==> config.mk <==
export PLATFORM = sky130hd
export DESIGN_NAME = pic_pair_top
export DESIGN_NICKNAME = d
export VERILOG_FILES = /design/src/rtl/pic_pair_pkg.sv /design/src/rtl/pic_level_reg.sv /design/src/rtl/pic_unit.sv /design/src/rtl/pic_pair_arbiter.sv /design/src/rtl/pic_pair_top.sv
export SDC_FILE = /design/constraint.sdc
export NUM_CORES = 1
export LEC_CHECK = 0
export ABC_AREA = 0
export BUFFER_PORTS_ARGS = -buffer_cell sky130_fd_sc_hd__buf_2
export CORE_ASPECT_RATIO = 1.5
export CORE_MARGIN = 1.5
export CORE_UTILIZATION = 35
export CTS_CLUSTER_DIAMETER = 30
export DETAILED_ROUTE_END_ITERATION = 10
export GPL_TIMING_DRIVEN = 0
export PLACE_DENSITY = 0.54
export SLEW_MARGIN = 20
export SYNTH_ARGS = -nofsm -noshare
export SYNTH_HDL_FRONTEND = slang
export SYNTH_HIERARCHICAL = 1
export SYNTH_SLANG_ARGS = --single-unit
==> constraint.sdc <==
create_clock -name clk -period 3.6 [get_ports clk]
set_clock_uncertainty 0.1 [all_clocks]
set_input_delay 0.54 -clock clk [delete_from_list [all_inputs] [get_ports clk]]
set_output_delay 0.54 -clock clk [all_outputs]
set_load 0.005 [all_outputs]
==> src/rtl/pic_pair_pkg.sv <==
// Shared definitions for the cascaded controller pair.
// Assumes eight request inputs per controller and byte-wide registers.
package pic_pair_pkg;

    localparam int UNIT_W = 8;
    localparam int IDX_W  = $clog2(UNIT_W);

    // Initialisation progress of one controller.
    typedef enum logic [2:0] {
        INIT_IDLE,   // never initialised, data writes load the mask
        INIT_BASE,   // waiting for the vector base byte
        INIT_CASC,   // waiting for the cascade wiring byte
        INIT_MODE,   // waiting for the mode byte
        INIT_RUN     // operational
    } init_st_e;

    // Index of the lowest set bit, 0 when none is set.
    function automatic logic [IDX_W-1:0] lowest_idx(input logic [UNIT_W-1:0] v);
        logic [IDX_W-1:0] r;
        r = '0;
        for (int i = UNIT_W - 1; i >= 0; i--) begin
            if (v[i]) r = IDX_W'(i);
        end
        return r;
    endfunction

endpackage

==> src/rtl/pic_level_reg.sv <==
// Edge/level control register of one controller.
// Only bits set in WMASK can ever hold a 1; the others stay edge-triggered.
module pic_level_reg
    import pic_pair_pkg::*;
#(
    parameter logic [UNIT_W-1:0] WMASK = 8'hFF
) (
    input  logic              clk,
    input  logic              rst_n,
    input  logic              wr,
    input  logic [UNIT_W-1:0] wdata,
    output logic [UNIT_W-1:0] q
);

    // Masked write storage, all lines edge-triggered after reset.
    always_ff @(posedge clk) begin
        if (!rst_n) begin
            q <= '0;
        end else if (wr) begin
            q <= wdata & WMASK;
        end
    end

endmodule

==> src/rtl/pic_unit.sv <==
// One eight-input interrupt controller: initialisation sequencing, request,
// in-service and mask registers, end-of-interrupt commands and read select.
// Assumes the caller gates ack_vld so that ack_idx names a pending request.
module pic_unit
    import pic_pair_pkg::*;
(
    input  logic              clk,
    input  logic              rst_n,
    input  logic              cmd_wr,
    input  logic              data_wr,
    input  logic [UNIT_W-1:0] wdata,
    input  logic [UNIT_W-1:0] raise_vec,
    input  logic [UNIT_W-1:0] lower_vec,
    input  logic              ack_vld,
    input  logic [IDX_W-1:0]  ack_idx,
    input  logic [UNIT_W-1:0] level_mask,
    output logic [UNIT_W-1:0] irr,
    output logic [UNIT_W-1:0] isr,
    output logic [UNIT_W-1:0] imr,
    output logic [UNIT_W-1:0] vec_base,
    output logic [UNIT_W-1:0] cmd_rdata
);

    init_st_e          st;
    logic              single_mode;
    logic              need_mode;
    logic [1:0]        rd_sel;

    logic              is_init;
    logic              is_ocw2;
    logic              is_ocw3;
    logic              spec_eoi;
    logic              gen_eoi;
    logic [UNIT_W-1:0] eoi_clr;
    logic [UNIT_W-1:0] ack_onehot;
    logic [UNIT_W-1:0] ack_clr;

    // Command byte classification.
    always_comb begin
        is_init  = wdata[4];
        is_ocw2  = (wdata[4:3] == 2'b00);
        is_ocw3  = (wdata[4:3] == 2'b01);
        spec_eoi = cmd_wr && (st == INIT_RUN) && is_ocw2 && (wdata[7:5] == 3'b011);
        gen_eoi  = cmd_wr && (st == INIT_RUN) && is_ocw2 && (wdata[7:5] == 3'b001);
    end

    // In-service bits released by an end-of-interrupt command.
    always_comb begin
        if (spec_eoi)     eoi_clr = UNIT_W'(1) << wdata[IDX_W-1:0];
        else if (gen_eoi) eoi_clr = isr & (~isr + UNIT_W'(1));
        else              eoi_clr = '0;
    end

    // Request and in-service bits touched by an acknowledge.
    always_comb begin
        ack_onehot = ack_vld ? (UNIT_W'(1) << ack_idx) : '0;
        ack_clr    = ack_onehot & ~level_mask;
    end

    // Initialisation sequence, mask, vector base and read select.
    always_ff @(posedge clk) begin
        if (!rst_n) begin
            st          <= INIT_IDLE;
            single_mode <= 1'b0;
            need_mode   <= 1'b0;
            vec_base    <= '0;
            imr         <= '0;
            rd_sel      <= 2'b10;
        end else if (cmd_wr && is_init) begin
            st          <= INIT_BASE;
            single_mode <= wdata[1];
            need_mode   <= wdata[0];
        end else if (cmd_wr && (st == INIT_RUN) && is_ocw3) begin
            rd_sel <= wdata[1:0];
        end else if (data_wr) begin
            case (st)
                INIT_BASE: begin
                    vec_base <= wdata;
                    if (!single_mode)   st <= INIT_CASC;
                    else if (need_mode) st <= INIT_MODE;
                    else                st <= INIT_RUN;
                end
                INIT_CASC: st <= need_mode ? INIT_MODE : INIT_RUN;
                INIT_MODE: st <= INIT_RUN;
                default:   imr <= wdata;
            endcase
        end
    end

    // Request and in-service register update.
    always_ff @(posedge clk) begin
        if (!rst_n) begin
            irr <= '0;
            isr <= '0;
        end else begin
            irr <= (irr & ~lower_vec & ~ack_clr) | raise_vec;
            isr <= (isr & ~eoi_clr) | ack_onehot;
        end
    end

    // Command address read-back.
    always_comb begin
        case (rd_sel)
            2'b10:   cmd_rdata = irr;
            2'b11:   cmd_rdata = isr;
            default: cmd_rdata = '0;
        endcase
    end

    AST_ACK_MARKS_SERVICE: assert property (@(posedge clk) disable iff (!rst_n)
        (ack_vld && !cmd_wr) |=> isr[$past(ack_idx)]);

    AST_EDGE_ACK_CLEARS: assert property (@(posedge clk) disable iff (!rst_n)
        (ack_vld && !level_mask[ack_idx] && !raise_vec[ack_idx]) |=> !irr[$past(ack_idx)]);

endmodule

==> src/rtl/pic_pair_arbiter.sv <==
// Picks the request offered to the CPU across both controllers.
// Master bits below CASC_BIT rank first, then the slave, then the rest of
// the master. Assumes pending vectors are already masked.
module pic_pair_arbiter
    import pic_pair_pkg::*;
#(
    parameter int CASC_BIT = 2
) (
    input  logic [UNIT_W-1:0] m_pend,
    input  logic [UNIT_W-1:0] s_pend,
    input  logic [UNIT_W-1:0] m_base,
    input  logic [UNIT_W-1:0] s_base,
    output logic              win_any,
    output logic              win_slave,
    output logic [IDX_W-1:0]  m_idx,
    output logic [IDX_W-1:0]  s_idx,
    output logic [UNIT_W-1:0] vector
);

    localparam logic [UNIT_W-1:0] LOW_MASK = (UNIT_W'(1) << CASC_BIT) - UNIT_W'(1);

    logic [UNIT_W-1:0] m_low;

    // Priority resolution and vector formation.
    always_comb begin
        m_low     = m_pend & LOW_MASK;
        win_any   = 1'b0;
        win_slave = 1'b0;
        m_idx     = '0;
        s_idx     = lowest_idx(s_pend);
        vector    = '0;
        if (|m_low) begin
            win_any = 1'b1;
            m_idx   = lowest_idx(m_low);
            vector  = m_base + UNIT_W'(m_idx);
        end else if (|s_pend) begin
            win_any   = 1'b1;
            win_slave = 1'b1;
            m_idx     = IDX_W'(CASC_BIT);
            vector    = s_base + UNIT_W'(s_idx);
        end else if (|m_pend) begin
            win_any = 1'b1;
            m_idx   = lowest_idx(m_pend);
            vector  = m_base + UNIT_W'(m_idx);
        end
    end

endmodule

==> src/rtl/pic_pair_top.sv <==
// Master/slave interrupt controller pair behind a byte I/O bus.
// Decodes six addresses, routes numbered raise/lower strobes to the two
// controllers, folds slave requests into the master cascade bit, holds the
// edge/level registers and drives one registered CPU interrupt and a vector.
// Assumes a read returns data combinationally for the address presented.
module pic_pair_top
    import pic_pair_pkg::*;
#(
    parameter int                ADDR_W      = 16,
    parameter int                LINE_W      = 5,
    parameter int                CASC_BIT    = 2,
    parameter logic [ADDR_W-1:0] M_CMD_ADDR  = 16'h0020,
    parameter logic [ADDR_W-1:0] M_DATA_ADDR = 16'h0021,
    parameter logic [ADDR_W-1:0] S_CMD_ADDR  = 16'h00A0,
    parameter logic [ADDR_W-1:0] S_DATA_ADDR = 16'h00A1,
    parameter logic [ADDR_W-1:0] M_LVL_ADDR  = 16'h04D0,
    parameter logic [ADDR_W-1:0] S_LVL_ADDR  = 16'h04D1,
    parameter logic [UNIT_W-1:0] M_LVL_MASK  = 8'hF8,
    parameter logic [UNIT_W-1:0] S_LVL_MASK  = 8'hDE
) (
    input  logic              clk,
    input  logic              rst_n,
    input  logic [ADDR_W-1:0] bus_addr,
    input  logic              bus_wr,
    input  logic [UNIT_W-1:0] bus_wdata,
    output logic [UNIT_W-1:0] bus_rdata,
    input  logic              req_raise,
    input  logic              req_lower,
    input  logic [LINE_W-1:0] req_line,
    input  logic              intr_ack,
    output logic              cpu_intr,
    output logic [UNIT_W-1:0] intr_vector
);

    localparam int N_LINES = 2 * UNIT_W;

    logic [N_LINES-1:0] raise_all;
    logic [N_LINES-1:0] lower_all;
    logic [UNIT_W-1:0]  m_raise, s_raise, m_lower, s_lower;

    logic m_cmd_wr, m_data_wr, s_cmd_wr, s_data_wr, m_lvl_wr, s_lvl_wr, ctrl_wr;

    logic [UNIT_W-1:0] m_irr, m_isr, m_imr, m_base, m_cmd_rd, m_lvl;
    logic [UNIT_W-1:0] s_irr, s_isr, s_imr, s_base, s_cmd_rd, s_lvl;
    logic [UNIT_W-1:0] m_pend, s_pend;

    logic              win_any, win_slave;
    logic [IDX_W-1:0]  m_idx, s_idx;
    logic              pend_any;

    // Per-line decode of the numbered raise and lower strobes.
    generate
        for (genvar g = 0; g < N_LINES; g++) begin : g_line
            assign raise_all[g] = req_raise && (req_line == LINE_W'(g));
            assign lower_all[g] = req_lower && !req_raise && (req_line == LINE_W'(g));
        end
    endgenerate

    // Split lines between controllers and fold the slave into the cascade bit.
    always_comb begin
        s_raise = raise_all[N_LINES-1:UNIT_W];
        s_lower = lower_all[N_LINES-1:UNIT_W];
        m_raise = raise_all[UNIT_W-1:0] | ((|s_raise) ? (UNIT_W'(1) << CASC_BIT) : '0);
        m_lower = lower_all[UNIT_W-1:0];
    end

    // Address decode of bus writes.
    always_comb begin
        m_cmd_wr  = bus_wr && (bus_addr == M_CMD_ADDR);
        m_data_wr = bus_wr && (bus_addr == M_DATA_ADDR);
        s_cmd_wr  = bus_wr && (bus_addr == S_CMD_ADDR);
        s_data_wr = bus_wr && (bus_addr == S_DATA_ADDR);
        m_lvl_wr  = bus_wr && (bus_addr == M_LVL_ADDR);
        s_lvl_wr  = bus_wr && (bus_addr == S_LVL_ADDR);
        ctrl_wr   = m_cmd_wr || m_data_wr || s_cmd_wr || s_data_wr;
    end

    pic_level_reg #(.WMASK(M_LVL_MASK)) u_m_lvl (
        .clk(clk), .rst_n(rst_n), .wr(m_lvl_wr), .wdata(bus_wdata), .q(m_lvl)
    );

    pic_level_reg #(.WMASK(S_LVL_MASK)) u_s_lvl (
        .clk(clk), .rst_n(rst_n), .wr(s_lvl_wr), .wdata(bus_wdata), .q(s_lvl)
    );

    pic_unit u_master (
        .clk(clk), .rst_n(rst_n),
        .cmd_wr(m_cmd_wr), .data_wr(m_data_wr), .wdata(bus_wdata),
        .raise_vec(m_raise), .lower_vec(m_lower),
        .ack_vld(intr_ack && win_any), .ack_idx(m_idx), .level_mask(m_lvl),
        .irr(m_irr), .isr(m_isr), .imr(m_imr), .vec_base(m_base), .cmd_rdata(m_cmd_rd)
    );

    pic_unit u_slave (
        .clk(clk), .rst_n(rst_n),
        .cmd_wr(s_cmd_wr), .data_wr(s_data_wr), .wdata(bus_wdata),
        .raise_vec(s_raise), .lower_vec(s_lower),
        .ack_vld(intr_ack && win_slave), .ack_idx(s_idx), .level_mask(s_lvl),
        .irr(s_irr), .isr(s_isr), .imr(s_imr), .vec_base(s_base), .cmd_rdata(s_cmd_rd)
    );

    // Unmasked pending requests of both controllers.
    always_comb begin
        m_pend   = m_irr & ~m_imr;
        s_pend   = s_irr & ~s_imr;
        pend_any = (|m_pend) || (|s_pend);
    end

    pic_pair_arbiter #(.CASC_BIT(CASC_BIT)) u_arb (
        .m_pend(m_pend), .s_pend(s_pend), .m_base(m_base), .s_base(s_base),
        .win_any(win_any), .win_slave(win_slave), .m_idx(m_idx), .s_idx(s_idx),
        .vector(intr_vector)
    );

    // CPU interrupt register, withdrawn after any controller write.
    always_ff @(posedge clk) begin
        if (!rst_n) begin
            cpu_intr <= 1'b0;
        end else begin
            cpu_intr <= ctrl_wr ? 1'b0 : pend_any;
        end
    end

    // Read data selection by address.
    always_comb begin
        case (bus_addr)
            M_CMD_ADDR:  bus_rdata = m_cmd_rd;
            M_DATA_ADDR: bus_rdata = m_imr;
            S_CMD_ADDR:  bus_rdata = s_cmd_rd;
            S_DATA_ADDR: bus_rdata = s_imr;
            M_LVL_ADDR:  bus_rdata = m_lvl;
            S_LVL_ADDR:  bus_rdata = s_lvl;
            default:     bus_rdata = '1;
        endcase
    end

    AST_WRITE_WITHDRAWS: assert property (@(posedge clk) disable iff (!rst_n)
        ctrl_wr |=> !cpu_intr);

    AST_PENDING_RAISES: assert property (@(posedge clk) disable iff (!rst_n)
        (pend_any && !ctrl_wr) |=> cpu_intr);

    AST_CASCADE_FOLD: assert property (@(posedge clk) disable iff (!rst_n)
        (req_raise && (req_line >= LINE_W'(UNIT_W)) && (req_line < LINE_W'(N_LINES)))
            |=> (m_irr[CASC_BIT] && (|s_irr)));

endmodule

After elaboration in Yosys (flattened, before gate mapping)
Cells that the tools add are included.
{"block": "word_totals", "wordCells": 243, "out_inout_bits": 17, "regBits": 90, "in_bits": 35}
{"block": "op_classes", "addsub": 5, "reduce_logical": 85, "eq_ne": 38, "shifts": 3, "bitwise_logic": 36, "n_mux": 55}
{"cell": "$and A8 B8 Y8", "count": 12}
{"cell": "$not A8 Y8", "count": 12}
{"cell": "$mux W3", "count": 28}
{"cell": "$mux W8", "count": 9}
{"cell": "$logic_and A1 B1 Y1", "count": 53}
{"cell": "$pmux W8 S6", "count": 1}
{"cell": "$eq A5 B4 Y1 const B", "count": 8}
{"cell": "$eq A16 B11 Y1 const B", "count": 2}
{"cell": "$eq A16 B6 Y1 const B", "count": 2}
{"cell": "$eq A16 B8 Y1 const B", "count": 2}
{"cell": "$or A8 B8 Y8", "count": 4}
{"cell": "$pmux W8 S2", "count": 2}
{"cell": "$add A8 B3 Y8", "count": 3}
{"cell": "$reduce_or A8 Y1", "count": 3}
{"cell": "$shl A1 B3 Y8 const A", "count": 3}
{"cell": "$eq A5 B3 Y1 const B", "count": 4}
{"cell": "$pmux W3 S3", "count": 2}
{"cell": "$add A8 B1 Y8 const B", "count": 2}
{"cell": "$reduce_and A4 Y1", "count": 4}
{"cell": "$eq A3 B2 Y1 const B", "count": 5}
{"cell": "$mux W1", "count": 13}
{"cell": "$reduce_and A3 Y1", "count": 4}
{"cell": "$eq A5 B2 Y1 const B", "count": 2}
{"cell": "$eq A3 B1 Y1 const B", "count": 3}
{"cell": "other kinds (17)", "count": 39}

Depth between registers and ports, before layout
{"block": "logic_depth", "word_depth": 22, "mapped_depth": 12, "mapped_depth_nobuf": 12}

By module
The synthesis kept the hierarchy.
{"module": "pic_unit (u_slave)", "cells_per_inst": 202, "n_inst": 1, "seq_area_each_um2": 780.7, "area_each_um2": 1950.6}
{"module": "pic_unit (u_master)", "cells_per_inst": 205, "n_inst": 1, "seq_area_each_um2": 780.7, "area_each_um2": 1929.4}
{"module": "pic_pair_top", "cells_per_inst": 155, "n_inst": 1, "seq_area_each_um2": 20.0, "area_each_um2": 1021.0}
{"module": "pic_pair_arbiter", "cells_per_inst": 128, "n_inst": 1, "seq_area_each_um2": 0.0, "area_each_um2": 872.1}
{"module": "pic_level_reg (u_s_lvl)", "cells_per_inst": 22, "n_inst": 1, "seq_area_each_um2": 120.1, "area_each_um2": 247.7}
{"module": "pic_level_reg (u_m_lvl)", "cells_per_inst": 20, "n_inst": 1, "seq_area_each_um2": 100.1, "area_each_um2": 219.0}

Worst setup path before layout
Ideal clock, no wire load.
{"block": "synth_timing", "kind": "reg2out", "startpoint": "register u_slave.irr[7]", "endpoint": "output port intr_vector[6]", "arrival_time_ps": 2444, "t_required_ps": 2960, "path_slack_ps": 516, "stages_incl_launch_ff": 13, "path_cell_list": "dfxtp_1 > nor2b_1 > nand2b_1 > a21oi_1 > o21bai_1 > a21oi_1 > ha_1 > inv_1 > fa_1 > nor2b_1 > o2111ai_1 > xor2_1 > o221ai_1"}
{"block": "synth_via", "elab_chain_len": 12, "word_cells_on_any_way": 13, "classes_between": "add/sub (1); mux (10); bitwise (1); reduce/logical (1)"}
{"item": "from (decl)", "line": "pic_unit.sv:17", "text": "output logic [UNIT_W-1:0] irr,"}
{"item": "from (signal assigned)", "line": "pic_unit.sv:96", "text": "irr <= (irr & ~lower_vec & ~ack_clr) | raise_vec;"}
{"item": "$and A8 B8 Y8", "line": "pic_pair_top.sv:105", "text": "s_pend = s_irr & ~s_imr;"}
{"item": "named net s_pend[7]", "line": "pic_pair_top.sv:45", "text": "logic [UNIT_W-1:0] m_pend, s_pend;"}
{"item": "$mux W3 (8 in a row)", "line": "pic_pair_pkg.sv:22", "text": "if (v[i]) r = IDX_W'(i);"}
{"item": "named net s_idx[0]", "line": "pic_pair_top.sv:48", "text": "logic [IDX_W-1:0] m_idx, s_idx;"}
{"item": "$add A8 B3 Y8", "line": "pic_pair_arbiter.sv:40", "text": "vector = s_base + UNIT_W'(s_idx);"}
{"item": "$mux W8", "line": "pic_pair_arbiter.sv:36", "text": "end else if (|s_pend) begin"}
{"item": "$mux W8", "line": "pic_pair_arbiter.sv:32", "text": "if (|m_low) begin"}
{"item": "to (decl)", "line": "pic_pair_top.sv:32", "text": "output logic [UNIT_W-1:0] intr_vector"}
The timed path passes the listed nets, and every way through them passes these cells.

Worst setup path after layout
{"block": "layout_timing", "startpoint": "register u_slave.irr[5]", "endpoint": "output port intr_vector[6]"}
{"block": "layout_via", "elab_chain_len": 10, "word_cells_on_any_way": 11, "classes_between": "add/sub (1); mux (8); bitwise (1); reduce/logical (1)"}
{"item": "$and A8 B8 Y8", "line": "pic_pair_top.sv:105"}
{"item": "named net s_pend[5]", "line": "pic_pair_top.sv:45"}
{"item": "$mux W3 (6 in a row)", "line": "pic_pair_pkg.sv:22"}
{"item": "named net s_idx[0]", "line": "pic_pair_top.sv:48"}
{"item": "$add A8 B3 Y8", "line": "pic_pair_arbiter.sv:40"}
{"item": "$mux W8", "line": "pic_pair_arbiter.sv:36"}
{"item": "$mux W8", "line": "pic_pair_arbiter.sv:32"}
The timed path passes the listed nets, and every way through them passes these cells.

==> impl_metrics.ini <==
[place]
place_congestion = 0.8309
hpwl_mm = 15.04
place_area_sq_um = 6774
place_ws_ps = -143.7
portBuffers = 50

[logic_synthesis]
yosysWarnings = 6
synth.top_cells.by_count = dfxtp_1, nor2b_1, mux2i_1, nor2_1, nand2_1
synthTopCellsByArea = dfxtp_1, mux2i_1, nor2b_1, nor2_1, nand2_1
synth_edf_count = 0
synth_top_cell_area_share = 0.2888
async_flop_share = 0
ys_ff_latch = 90
synth_top_cell_by_area = dfxtp_1
synthFlopType = dfxtp_1
syn_area_sq_um = 6240
synth_cell_types = 84
syn_area_per_cell_sq_um = 8.524
ys_seq_area_frac = 0.2888
synthCells = 732
yosysMostFrequentCell = dfxtp_1

[setup_path]
cp_cell_sequence = nor2b_4 -> inv_1 -> a21oi_2 -> o21bai_1 -> a21oi_4 -> ha_1 -> inv_1 -> fa_2 -> nor2b_2 -> o2111ai_1 -> xor2_1 -> o221ai_1 -> buf_2
critPathMaxFanout = 5
cp.arrival_ps = 2830
worst_path_most_repeated_cell = inv_1
slowest_delay_ps = 410
crit_type = reg2out
ff2ff_setup_slack_ps = 440
critPathSlowestCell = dfxtp_1
required_ps = 2960
endpoint_kind = output port
start_kind = register

[power_and_ir_drop]
seqPwrFrac = 0.432
powerDensity_nw_per_um2 = 321.6
internal-power_uw = 1739
p_leak_uw = 0.002686
switchingPower_uw = 601.2
peakVddDrop_uv = 198.5
switching_share = 0.2569
p_comb_frac = 0.120
clockPowerShare = 0.449

[sta]
hold_viol_final = 0
worst_pin_slew_ps = 873.9
slew_violations = 0
fin_ws_ps = 132.0
relSlewSlack = 0.4147
fin_crit_ps = 3468
rsz0062_at_grt = true
fmax_mhz = 288.4
setup_viol = 0
min_period_over_period = 0.9633

[final_layout]
nNetsFinal = 848
drive_above_1_share = 0.1931
final_area_sq_um = 7276
fillers = 1822
diodes = 0
post-route-util = 0.4176
syn2layout_area_growth_pct = 16.60

[clocking]
clockBufferDepth = 2
htree_levels = 3
hold_buffers = 0
cts.sinks = 90
clockRootBuffer = clkbuf_16
cts_tree = yes
clkTransAtPathRegs_ps = 70
clkLatencyLatePin_ps = 350
numCtsBuffers = 9

[detailed_routing]
drt_wl_total_mm = 19.73
drtIter0Drc = 368
drc_errors = 1
detail-route-antenna-nets = 0
wl_per_cell_um = 19.32
viasPerCell = 5.525
first_pass_iters = 8
num_vias = 5641

[run_status]
status = finished with violations
violations = DRC

[run]
maxCapViolCount = 0

[floorplan]
core_area_sq_um = 17420
initial_core_util = 0.3582
rows = 59
die_h_um = 166.5
die-area_sq_um = 18650
dieWidth_um = 112.0
num_io_pins = 52

[global_routing]
grt-ovfl-total = 0
grt_max_degree = 20
grt_antenna_before_repair = 0
grt_pass1_vias = 5454
grt_pass1_wl_mm = 30.73
grt_use_total = 0.2119

[min_path]
hold_class = reg2reg
cell type report:
cell class	instances	area (sq um)	area share
Sequential cell	90	1802	0.2476
Buffer	40	259.0	0.03560
Inverter	15	56.30	0.007739
Clock buffer	12	246.5	0.03388
Tap cell	213	266.5	0.03663
Multi-Input combinational cell	590	4268	0.5866
Timing Repair Buffer	57	302.8	0.04162
Clock inverter	4	75.07	0.01032
metal layers:
metal | share of wire | wire length [um] | track usage
met2 | 0.52 | 10270 | 0.3969
met1 | 0.43 | 8427 | 0.2551
met5 | 0 | 0 | 0
met4 | 0.014 | 274 | 0.05283
met3 | 0.038 | 759 | 0.02511
per-stage QoR:
stage	hold WS [ps]	setup TNS, ps	std cells	total power [uW]
detailed placement	364.1	-412.3	998	1297
CTS	374.2	0	1015	2352
global route	414.0	-73.65	1021	2425
finish	371.1	0	1021	2340
global placement	364.1	-2101	998	1297
floorplan	348.7	0	735	1196
state kept, by name (all words and copies together) (netlist names), 6 cells and up:
name               count
u_master/irr           8
u_slave/irr            8
u_s_lvl/q              6
u_slave/isr            8
u_master/imr           8
u_master/vec_base      8
u_slave/imr            8
u_master/isr           8
u_slave/vec_base       8
power groups by stage:
stage / clock network [uW] / logic [uW] / registers (uW)
floorplan: 0 / 167 / 1030
global placement: 0 / 265 / 1030
detailed placement: 0 / 264 / 1030
CTS: 1070 / 269 / 1010
global route: 1110 / 302 / 1010
finish: 1050 / 280 / 1010
cells by family after synthesis:
logic type | share of synthesized area
adder cells (fa/ha/maj) | 0.02246
buffers and inverters | 0.05053
multiplexers | 0.1287
flip-flops | 0.2888
XOR/XNOR | 0.01684
other | 0.001204
AO/OA/AOI/OAI | 0.1755
AND/OR/NAND/NOR | 0.3160
final timing paths:
check | from | to | depth (start not counted)
setup reg to reg | u_slave/irr[5] | u_master/irr[3] | 10
hold reg to reg | u_master/single_mode | u_master/single_mode | 2
setup / recovery | u_slave/irr[5] | intr_vector[6] | 13
hold / removal | u_master/single_mode | u_master/single_mode | 2
worst max-delay path: cells and delay by family (launching register included):
kind / cells / cell delay [ps]
buffers and inverters: 3 / 270
xor gates and xnor gates: 1 / 170
adders and majority gates: 2 / 530
AOI/OAI and AO/OA: 5 / 720
and+or+nand+nor: 2 / 380
DFF: 1 / 410
layout by cell type (no fill, tap or decap), types with 6 or more instances in the layout:
cell / n
nand4_1: 6
ha_1: 7
nor4_1: 12
mux2i_1: 78
buf_2: 57
clkbuf_16: 9
a31oi_1: 8
nand2b_1: 17
a21oi_1: 16
nor2_1: 52
nand3_1: 17
inv_1: 13
nor2b_1: 81
clkbuf_1: 19
a21boi_1: 6
nor4_2: 6
o22ai_1: 9
o21ai_0: 8
o21a_1: 24
o211ai_1: 10
a21oi_2: 10
dfxtp_1: 90
nor3_1: 24
a311o_1: 7
buf_4: 13
buf_6: 6
xnor2_1: 7
nand2_1: 52
nor3b_1: 17
timing repair:
item / CTS / global route
setup buffers: 1 / 6
pin swaps: 1 / 2
endpoints found under the setup margin: 7 / 6
resized for setup: 11 / 19
Power figures use the tool's default switching activity.
